File: config.mk
export PLATFORM = sky130hd
export DESIGN_NAME = ctl_ep_seq
export DESIGN_NICKNAME = d
export VERILOG_FILES = /design/src/rtl/ctl_ep_pkg.sv /design/src/rtl/ctl_ep_remain.sv /design/src/rtl/ctl_ep_fsm.sv /design/src/rtl/ctl_ep_rspbuf.sv /design/src/rtl/ctl_ep_seq.sv
export SDC_FILE = /design/constraint.sdc
export NUM_CORES = 1
export LEC_CHECK = 0
export BUFFER_PORTS_ARGS = -buffer_cell sky130_fd_sc_hd__buf_4
export CORE_ASPECT_RATIO = 1.1
export CORE_MARGIN = 5
export CORE_UTILIZATION = 30
export CTS_BUF_LIST = sky130_fd_sc_hd__clkbuf_8
export DETAILED_ROUTE_END_ITERATION = 8
export GPL_ROUTABILITY_DRIVEN = 0
export GPL_TIMING_DRIVEN = 0
export PLACE_DENSITY = 0.47
export SYNTH_ARGS = -nofsm -noshare
export SYNTH_HDL_FRONTEND = slang
export SYNTH_HIERARCHICAL = 1
export SYNTH_SLANG_ARGS = --single-unit
File: constraint.sdc
create_clock -name clk -period 7.9 [get_ports clk]
set_input_delay 1.975 -clock clk [delete_from_list [all_inputs] [get_ports clk]]
set_output_delay 1.975 -clock clk [all_outputs]
set_load 0.01 [all_outputs]
File: src/rtl/ctl_ep_pkg.sv
package ctl_ep_pkg;
  typedef enum logic [2:0] {
    PH_SETUP  = 3'd1,
    PH_IN     = 3'd2,
    PH_OUT    = 3'd3,
    PH_IN_END = 3'd4,
    PH_HALT   = 3'd5
  } ep0_phase_t;
endpackage

File: src/rtl/ctl_ep_remain.sv
module ctl_ep_remain #(
  parameter int LEN_W = 16,
  parameter int MPS   = 64,
  parameter int PB_W  = $clog2(MPS + 1)
) (
  input  logic             clk,
  input  logic             rst_n,
  input  logic             load,
  input  logic [LEN_W-1:0] load_len,
  input  logic             consume,
  input  logic [PB_W-1:0]  bytes,
  output logic             last_pkt
);
  localparam logic [PB_W-1:0] MPS_V = PB_W'(MPS);

  logic [LEN_W-1:0] rem_q;
  logic [LEN_W-1:0] bytes_ext;

  assign bytes_ext = LEN_W'(bytes);
  // A short packet or one that covers the rest ends the data stage
  assign last_pkt  = consume && ((bytes < MPS_V) || (bytes_ext >= rem_q));

  always_ff @(posedge clk) begin
    if (!rst_n) begin
      rem_q <= '0;
    end else if (load) begin
      rem_q <= load_len;
    end else if (consume) begin
      rem_q <= (bytes_ext >= rem_q) ? '0 : rem_q - bytes_ext;
    end
  end
endmodule

File: src/rtl/ctl_ep_fsm.sv
module ctl_ep_fsm
  import ctl_ep_pkg::*;
(
  input  logic       clk,
  input  logic       rst_n,
  input  logic       setup_evt,
  input  logic       dir_in,
  input  logic       len_zero,
  input  logic       dly_req,
  input  logic       stall_req,
  input  logic       pkt_done,
  input  logic       last_pkt,
  input  logic       status_done,
  input  logic       status_ack,
  output ep0_phase_t phase,
  output logic       status_go,
  output logic       xfer_done
);
  ep0_phase_t ph_q;
  logic       pend_q;
  logic       hold_q;
  logic       done_q;

  assign phase     = ph_q;
  assign status_go = (ph_q == PH_SETUP) && pend_q && !hold_q;
  assign xfer_done = done_q;

  always_ff @(posedge clk) begin
    if (!rst_n) begin
      ph_q   <= PH_SETUP;
      pend_q <= 1'b0;
      hold_q <= 1'b0;
      done_q <= 1'b0;
    end else begin
      done_q <= 1'b0;
      if (setup_evt) begin
        pend_q <= len_zero;
        hold_q <= dly_req;
        if (len_zero)    ph_q <= PH_SETUP;
        else if (dir_in) ph_q <= PH_IN;
        else             ph_q <= PH_OUT;
      end else if (stall_req) begin
        ph_q   <= PH_HALT;
        pend_q <= 1'b0;
        hold_q <= 1'b0;
      end else begin
        if (status_ack && ph_q != PH_HALT) hold_q <= 1'b0;
        case (ph_q)
          PH_IN: begin
            if (pkt_done && last_pkt) ph_q <= PH_IN_END;
          end
          PH_IN_END: begin
            if (pkt_done) begin
              ph_q   <= PH_SETUP;
              pend_q <= 1'b1;
            end
          end
          PH_OUT: begin
            if (pkt_done && last_pkt) begin
              ph_q   <= PH_SETUP;
              pend_q <= 1'b1;
            end
          end
          PH_SETUP: begin
            if (status_done && status_go) begin
              pend_q <= 1'b0;
              done_q <= 1'b1;
            end
          end
          default: ;
        endcase
      end
    end
  end
endmodule

File: src/rtl/ctl_ep_rspbuf.sv
module ctl_ep_rspbuf #(
  parameter int DEPTH = 6,
  parameter int IDX_W = $clog2(DEPTH),
  parameter int CNT_W = $clog2(DEPTH + 1)
) (
  input  logic             clk,
  input  logic             rst_n,
  input  logic             wr_en,
  input  logic [IDX_W-1:0] wr_idx,
  input  logic [7:0]       wr_data,
  input  logic             start,
  input  logic [CNT_W-1:0] start_len,
  output logic             valid,
  input  logic             ready,
  output logic [7:0]       data,
  output logic             last
);
  localparam logic [CNT_W-1:0] DEPTH_C = CNT_W'(DEPTH);

  logic [7:0]       mem_q [DEPTH];
  logic             busy_q;
  logic [CNT_W-1:0] ptr_q;
  logic [CNT_W-1:0] cnt_q;
  logic [CNT_W-1:0] len_clamp;

  assign len_clamp = (start_len > DEPTH_C) ? DEPTH_C : start_len;
  assign valid     = busy_q;
  assign data      = mem_q[IDX_W'(ptr_q)];
  assign last      = busy_q && (ptr_q == cnt_q - 1'b1);

  for (genvar g = 0; g < DEPTH; g++) begin : g_byte
    always_ff @(posedge clk) begin
      if (!rst_n)
        mem_q[g] <= '0;
      else if (wr_en && !busy_q && (wr_idx == IDX_W'(g)))
        mem_q[g] <= wr_data;
    end
  end

  always_ff @(posedge clk) begin
    if (!rst_n) begin
      busy_q <= 1'b0;
      ptr_q  <= '0;
      cnt_q  <= '0;
    end else if (!busy_q) begin
      if (start && len_clamp != '0) begin
        busy_q <= 1'b1;
        ptr_q  <= '0;
        cnt_q  <= len_clamp;
      end
    end else if (ready) begin
      if (last) busy_q <= 1'b0;
      else      ptr_q  <= ptr_q + 1'b1;
    end
  end
endmodule

File: src/rtl/ctl_ep_seq.sv
module ctl_ep_seq
  import ctl_ep_pkg::*;
#(
  parameter int LEN_W = 16,
  parameter int MPS   = 64,
  parameter int PB_W  = $clog2(MPS + 1)
) (
  input  logic             clk,
  input  logic             rst_n,
  input  logic             setup_evt,
  input  logic             setup_dir_in,
  input  logic [LEN_W-1:0] setup_len,
  input  logic             dly_req,
  input  logic             stall_req,
  input  logic             pkt_done,
  input  logic [PB_W-1:0]  pkt_bytes,
  input  logic             status_done,
  input  logic             status_ack,
  output logic [2:0]       phase,
  output logic             arm_tx,
  output logic             arm_rx,
  output logic             stall_out,
  output logic             status_go,
  output logic             xfer_done,
  input  logic             rsp_wr_en,
  input  logic [2:0]       rsp_wr_idx,
  input  logic [7:0]       rsp_wr_data,
  input  logic             rsp_start,
  input  logic [2:0]       rsp_len,
  output logic             rsp_valid,
  input  logic             rsp_ready,
  output logic [7:0]       rsp_data,
  output logic             rsp_last
);
  ep0_phase_t ph;
  logic       in_data;
  logic       last_pkt;

  assign in_data   = (ph == PH_IN) || (ph == PH_OUT);
  assign phase     = ph;
  assign arm_tx    = (ph == PH_IN);
  assign arm_rx    = (ph == PH_OUT);
  assign stall_out = (ph == PH_HALT);

  ctl_ep_remain #(.LEN_W(LEN_W), .MPS(MPS), .PB_W(PB_W)) u_rem (
    .clk      (clk),
    .rst_n    (rst_n),
    .load     (setup_evt),
    .load_len (setup_len),
    .consume  (pkt_done && in_data),
    .bytes    (pkt_bytes),
    .last_pkt (last_pkt)
  );

  ctl_ep_fsm u_fsm (
    .clk         (clk),
    .rst_n       (rst_n),
    .setup_evt   (setup_evt),
    .dir_in      (setup_dir_in),
    .len_zero    (setup_len == '0),
    .dly_req     (dly_req),
    .stall_req   (stall_req),
    .pkt_done    (pkt_done),
    .last_pkt    (last_pkt),
    .status_done (status_done),
    .status_ack  (status_ack),
    .phase       (ph),
    .status_go   (status_go),
    .xfer_done   (xfer_done)
  );

  ctl_ep_rspbuf #(.DEPTH(6), .IDX_W(3), .CNT_W(3)) u_rsp (
    .clk       (clk),
    .rst_n     (rst_n),
    .wr_en     (rsp_wr_en),
    .wr_idx    (rsp_wr_idx),
    .wr_data   (rsp_wr_data),
    .start     (rsp_start),
    .start_len (rsp_len),
    .valid     (rsp_valid),
    .ready     (rsp_ready),
    .data      (rsp_data),
    .last      (rsp_last)
  );
endmodule

Word-level counts from Yosys, hierarchy flattened
Memory sizes are Yosys's and may differ from the RTL's. A register that Yosys moved wholly into a read port is not among the register bits.
Index checks and enable logic that the tools add are counted.
{"block": "classes", "bitwise": 9, "add_sub_neg": 3, "n_eq_ne": 18, "reduce_logical": 33, "magnitude_cmp": 3, "mux": 57}
{"operator": "two-way mux 16 bit", "n": 3}
{"operator": "two-way mux 8 bit", "n": 6}
{"operator": "two-way mux 3 bit", "n": 13}
{"operator": "two-way mux 1 bit", "n": 33}
{"operator": "greater-or-equal comparator 7 x 16 -> 1 bit", "n": 1}
{"operator": "logical AND 1 bit", "n": 16}
{"operator": "logical NOT 16 bit", "n": 1}
{"operator": "subtractor 16 x 7 -> 16 bit", "n": 1}
{"operator": "equality test 3 x 2 -> 1 bit (second input constant)", "n": 4}
{"operator": "equality test 3 bit (second input constant)", "n": 4}
{"operator": "nonzero test 5 bit", "n": 2}
{"operator": "one-hot mux 3 bit (3 select lines)", "n": 1}
{"operator": "inequality test 4 x 3 -> 1 bit (second input constant)", "n": 2}
{"operator": "inequality test 4 bit (second input constant)", "n": 2}
{"operator": "AND reduction 4 bit", "n": 2}
{"operator": "< comparator 7 bit (second input constant)", "n": 1}
{"operator": "equality test 3 x 1 -> 1 bit (second input constant)", "n": 2}
{"operator": "bitwise OR 1 bit", "n": 6}
{"operator": "nonzero test 3 bit", "n": 2}
{"operator": "inequality test 2 bit (second input constant)", "n": 2}
{"operator": "nonzero test 2 bit", "n": 2}
{"operator": "OR reduction 4 bit", "n": 1}
{"operator": "adder 3 x 1 -> 3 bit (second input constant)", "n": 1}
{"operator": "equality test 3 bit", "n": 1}
{"operator": "other kinds (10)", "n": 14}
{"block": "word_totals", "n_memories": 1, "regBits": 29, "out_inout_bits": 18, "elab_cells": 132, "ramBits": 48, "in_bits": 49}
{"memory": "u_rsp.mem_q", "depth": 6, "word_bits": 8, "rd": 1, "rd_clocked_by_memory_dff": 1, "wr": 6, "line_no": "ctl_ep_rspbuf.sv:20", "rtl": "logic [7:0] mem_q [DEPTH];"}

Logic depth before layout (Yosys ltp)
{"block": "depth", "ltp_word": 9, "depth_mapped": 11, "depth_no_buf": 11}

By module
Netlist, hierarchy kept.
{"module": "ctl_ep_rspbuf", "cells_each": 204, "area_per_inst_um2": 2737.6, "instances": 1}
{"module": "ctl_ep_remain", "cells_each": 163, "area_per_inst_um2": 1328.8, "instances": 1}
{"module": "ctl_ep_fsm", "cells_each": 33, "area_per_inst_um2": 302.8, "instances": 1}
{"module": "ctl_ep_seq", "cells_each": 10, "area_per_inst_um2": 66.3, "instances": 1}

Worst setup path after synthesis
Ideal clock, no wire load.
{"block": "synth_path", "path_type": "in2reg", "startpoint": "input pkt_bytes[0]", "endpoint": "register u_fsm.pend_q", "cell_stages": 10, "arrival_ns": 4.114, "setup_time_ns": 0.118, "path_slack_ns": 3.669, "n_path_buf": 0, "cell_sequence": "ha_1 -> fa_1 -> or2b_2 -> a211oi_1 -> o31a_2 -> a21oi_1 -> and4b_1 -> o21ai_1 -> nand3b_1 -> o2111a_1"}
{"block": "synth_between", "elab_chain_len": 6, "word_cells_on_any_way": 7, "classes_between": "2 x order compare; 1 x eq/ne; 4 x reduce/logical"}
{"item": "from (decl)", "line_no": "ctl_ep_seq.sv:16", "rtl": "input logic [PB_W-1:0] pkt_bytes,"}
{"item": "greater-or-equal comparator 7 x 16 -> 1 bit or < comparator 7 bit (tied branches)", "line_no": "ctl_ep_remain.sv:21", "rtl": "assign last_pkt = consume && ((bytes < MPS_V) || (bytes_ext >= rem_q));"}
{"item": "logical OR 1 bit *", "line_no": "ctl_ep_remain.sv:21"}
{"item": "logical AND 1 bit *", "line_no": "ctl_ep_remain.sv:21"}
{"item": "net last_pkt", "line_no": "ctl_ep_seq.sv:37", "rtl": "logic last_pkt;"}
{"item": "logical AND 1 bit *", "line_no": "ctl_ep_fsm.sv:59", "rtl": "if (pkt_done && last_pkt) begin"}
{"item": "inequality test 4 x 3 -> 1 bit (no source line) *"}
{"item": "AND reduction 4 bit (no source line) *"}
{"item": "to (signal assigned)", "line_no": "ctl_ep_fsm.sv:37", "rtl": "pend_q <= len_zero;"}
{"item": "to (decl)", "line_no": "ctl_ep_fsm.sv:20", "rtl": "logic pend_q;"}
Mark *: on every way through the listed nets, which the timed path passes. The rest lies on a longest branch.
A chain may end at the register's enable or synchronous reset.

Worst setup path in the final report
Ends and elaborated chain as after synthesis.

==> flow_metrics.py <==
metrics = {
    "logic_synthesis": {
        "ys_ff_latch": 80,
        "avgSynthCellArea_um2": 10.8,
        "synth_fa_ha_area_frac": 0.0299,
        "synth_top_family_by_area": "simple AND/OR/NAND/NOR gates",
        "yosysSeqAreaShare": 0.469,
        "yosys.area_share.simple": 0.250,
        "muxShareOfSynthArea": 0.0587,
        "syn_area_um2": 4440,
        "ys.flop_type": "edfxtp_1",
        "syn_inst": 410,
        "synth_compound_area_frac": 0.121,
        "synth-async-reset-ratio": 0,
        "syn_nets": 469,
        "yosysUniqueCellTypes": 69,
        "synth_xor_area_frac": 0.0268,
        "synth_edf_count": 48,
        "ys_warn_count": 6,
    },
    "sta": {
        "maxSlewViolCount": 0,
        "max_freq_mhz": 228,
        "setup_tns_ps": 0,
        "fin_crit_sh": 0.555,
        "slew_headroom": 0.363,
        "whs_ps": 552,
        "rsz0062_at_grt": "no",
        "tightest_slew_ps": 949,
        "fin_skew_ps": 7.11,
        "period_needed_ps": 4380,
        "final-setup-viol-count": 0,
        "hold_violations": 0,
    },
    "worst_setup_path": {
        "cp_slowest_cell": "a211oi_1",
        "cp_max_fo": 5,
        "worstPathRequired_ps": 8160,
        "rrSetupSlack_ps": 4890,
        "timing_worst_setup_path_type": "primary input to register",
        "cp-end-kind": "register",
        "start_kind": "primary input",
        "path_cells": "buf_4 -> ha_1 -> fa_1 -> or2b_2 -> a211oi_1 -> o31a_2 -> a21oi_1 -> and4b_1 -> o21ai_1 -> nand3b_1 -> o2111a_1",
        "cp.arrival_ps": 4640,
        "slowest_delay_ps": 610,
    },
    "grt": {
        "grt_overflow": 0,
        "grt_pass1_vias": 3621,
        "grtUsageTotal": 0.136,
        "grt_max_degree": 17,
        "grt_pass1_wl_mm": 18.5,
        "antenna_found_initial": 0,
    },
    "layout": {
        "num-fill-cells": 1420,
        "final_util": 0.373,
        "diodes": 0,
        "drive_gt1_frac": 0.252,
        "final_area_um2": 5400,
        "mostFrequentLayoutCells": "69 x buf_4, 49 x and2_1, 48 x edfxtp_1",
        "nNetsFinal": 547,
        "layout-area-overhead-vs-synth_pct": 21.6,
        "final_common_cell": "buf_4",
    },
    "place": {
        "place_area_um2": 5180,
        "dp.final_hpwl_mm": 8.30,
        "port_buffers": 66,
    },
    "routing": {
        "drt_iter0_markers": 135,
        "drc_errors": 0,
        "highest_layer": "met4",
        "wire_per_inst_um": 16.5,
        "num_vias": 3355,
        "wl_met1_mm": 4.86,
        "vias_per_cell": 4.90,
        "wl_met2_mm": 5.87,
        "wl_mm": 11.3,
        "ant_nets": 0,
        "drt_first_pass_iters": 4,
        "met3_length_um": 416,
    },
    "clock_tree": {
        "cts_tree": "yes",
        "ctsResizeCount": 0,
        "path_clk_slew_ps": 90,
        "cts.hold.buffers_added": 0,
        "clock_sinks": 80,
        "post_cts_buffers": 0,
        "clkLatencyLatePin_ps": 360,
        "numCtsBuffers": 9,
        "cts-root-buf": "clkbuf_8",
        "htree_levels": 3,
        "clockBufferDepth": 2,
    },
    "status": {
        "status": "completed",
    },
    "job": {
        "cap_violations": 0,
    },
    "floorplan": {
        "dieHeight_um": 138,
        "core_um2": 14400,
        "num_io_pins": 67,
        "die_x_um": 126,
        "die_area_um2": 17300,
        "rows": 46,
        "initial_core_util": 0.307,
    },
    "power_and_ir_drop": {
        "powerDensity_nw_per_um2": 179,
        "switching_share": 0.275,
        "peakVddDrop_mv": 0.0597,
        "finalPower_uw": 963,
        "seqPwrFrac": 0.493,
        "p_comb_frac": 0.169,
        "p_switching_uw": 265,
        "clkPwrFrac": 0.338,
        "p_int_uw": 698,
        "cellLeakagePower_uw": 0.00209,
    },
    "min_path": {
        "hp-class": "register to register",
    },
}
-- layout make-up --
cell class	instances	area (um^2)	area share
flip-flops and latches	80	2080	0.386
well taps	192	240	0.0445
plain buffers	15	120	0.0223
repair buffers	67	503	0.0932
multi-input cells	295	2160	0.401
clock buffers	10	138	0.0255
clock inverters	6	73.8	0.0137
inverters	20	75.1	0.0139
-- power groups by stage --
stage / clock network [uW] / registers, uW / logic (uW)
2_1_floorplan: 0 / 481 / 103
3_3_place_gp: 0 / 484 / 162
3_5_place_dp: 0 / 485 / 163
4_1_cts: 342 / 475 / 165
5_1_grt: 356 / 477 / 181
6_report: 326 / 475 / 163
-- path summary, 6_finish.rpt --
check | startpoint | end | cells after the start
max reg2reg | u_rem/rem_q[0] | u_fsm/pend_q | 11
max | pkt_bytes[0] | u_fsm/pend_q | 11
min | u_fsm/hold_q | u_fsm/hold_q | 2
min reg2reg | u_fsm/hold_q | u_fsm/hold_q | 2
-- worst max-delay path: cells and delay by family --
| family | cells | cell delay (ps) |
|---|---|---|
| AOI/OAI and AO/OA | 5 | 1300 |
| adders and majority gates | 2 | 610 |
| buffers and inverters | 1 | 110 |
| and+or+nand+nor | 3 | 640 |
-- cell usage after synthesis (3+ instances only) --
master	n	share of area
mux2i_1	8	0.018
nor2_4	3	0.0076
a221oi_2	7	0.024
and2_1	49	0.069
o21a_1	3	0.0051
xor2_1	8	0.016
xnor2_1	3	0.0059
ha_1	9	0.025
nor4_1	7	0.0099
mux4_2	8	0.041
dfxtp_1	32	0.14
inv_1	20	0.017
nor3_1	8	0.0090
nand2b_1	3	0.0042
a21oi_1	24	0.027
nor3b_1	14	0.024
and3b_1	3	0.0059
nor2b_1	7	0.0099
nand3_1	8	0.0090
nand4b_1	4	0.0079
clkbuf_1	3	0.0025
buf_6	5	0.013
a31oi_1	3	0.0042
a211oi_1	3	0.0051
nor2_1	33	0.028
nand3b_1	7	0.012
edfxtp_1	48	0.32
o22ai_1	3	0.0042
nand2_1	13	0.011
o21ai_0	17	0.019
-- cells by family after synthesis --
kind of cell / after synthesis
buffers and inverters: 35
xor gates and xnor gates: 12
adders and majority gates: 10
and+or+nand+nor: 180
AOI/OAI and AO/OA: 77
muxes: 16
DFF: 80
-- registers in the layout, summed over array words and instances (netlist names), named ones only --
signal and flops:
u_rsp/mem_q 48, u_rem/rem_q 16, u_fsm/phase 3, u_rsp/cnt_q 3, u_rsp/ptr_q 3, u_fsm/hold_q 1
u_fsm/pend_q 1, u_fsm/xfer_done 1, u_rsp/valid 1
-- layer usage --
metal	vias up	GRT usage
met5	-	0
met4	0	0.0566
met3	12	0.0240
met2	72	0.245
met1	1601	0.160
li1	1670	-
-- through the flow --
stage                     setup WS (ps)  std cells
after CTS                          3560        685
after floorplan                    3670        410
after global routing               3390        685
final                              3520        685
after detailed placement           3160        669
after global placement             3100        668
Power figures use the tool's default switching activity.
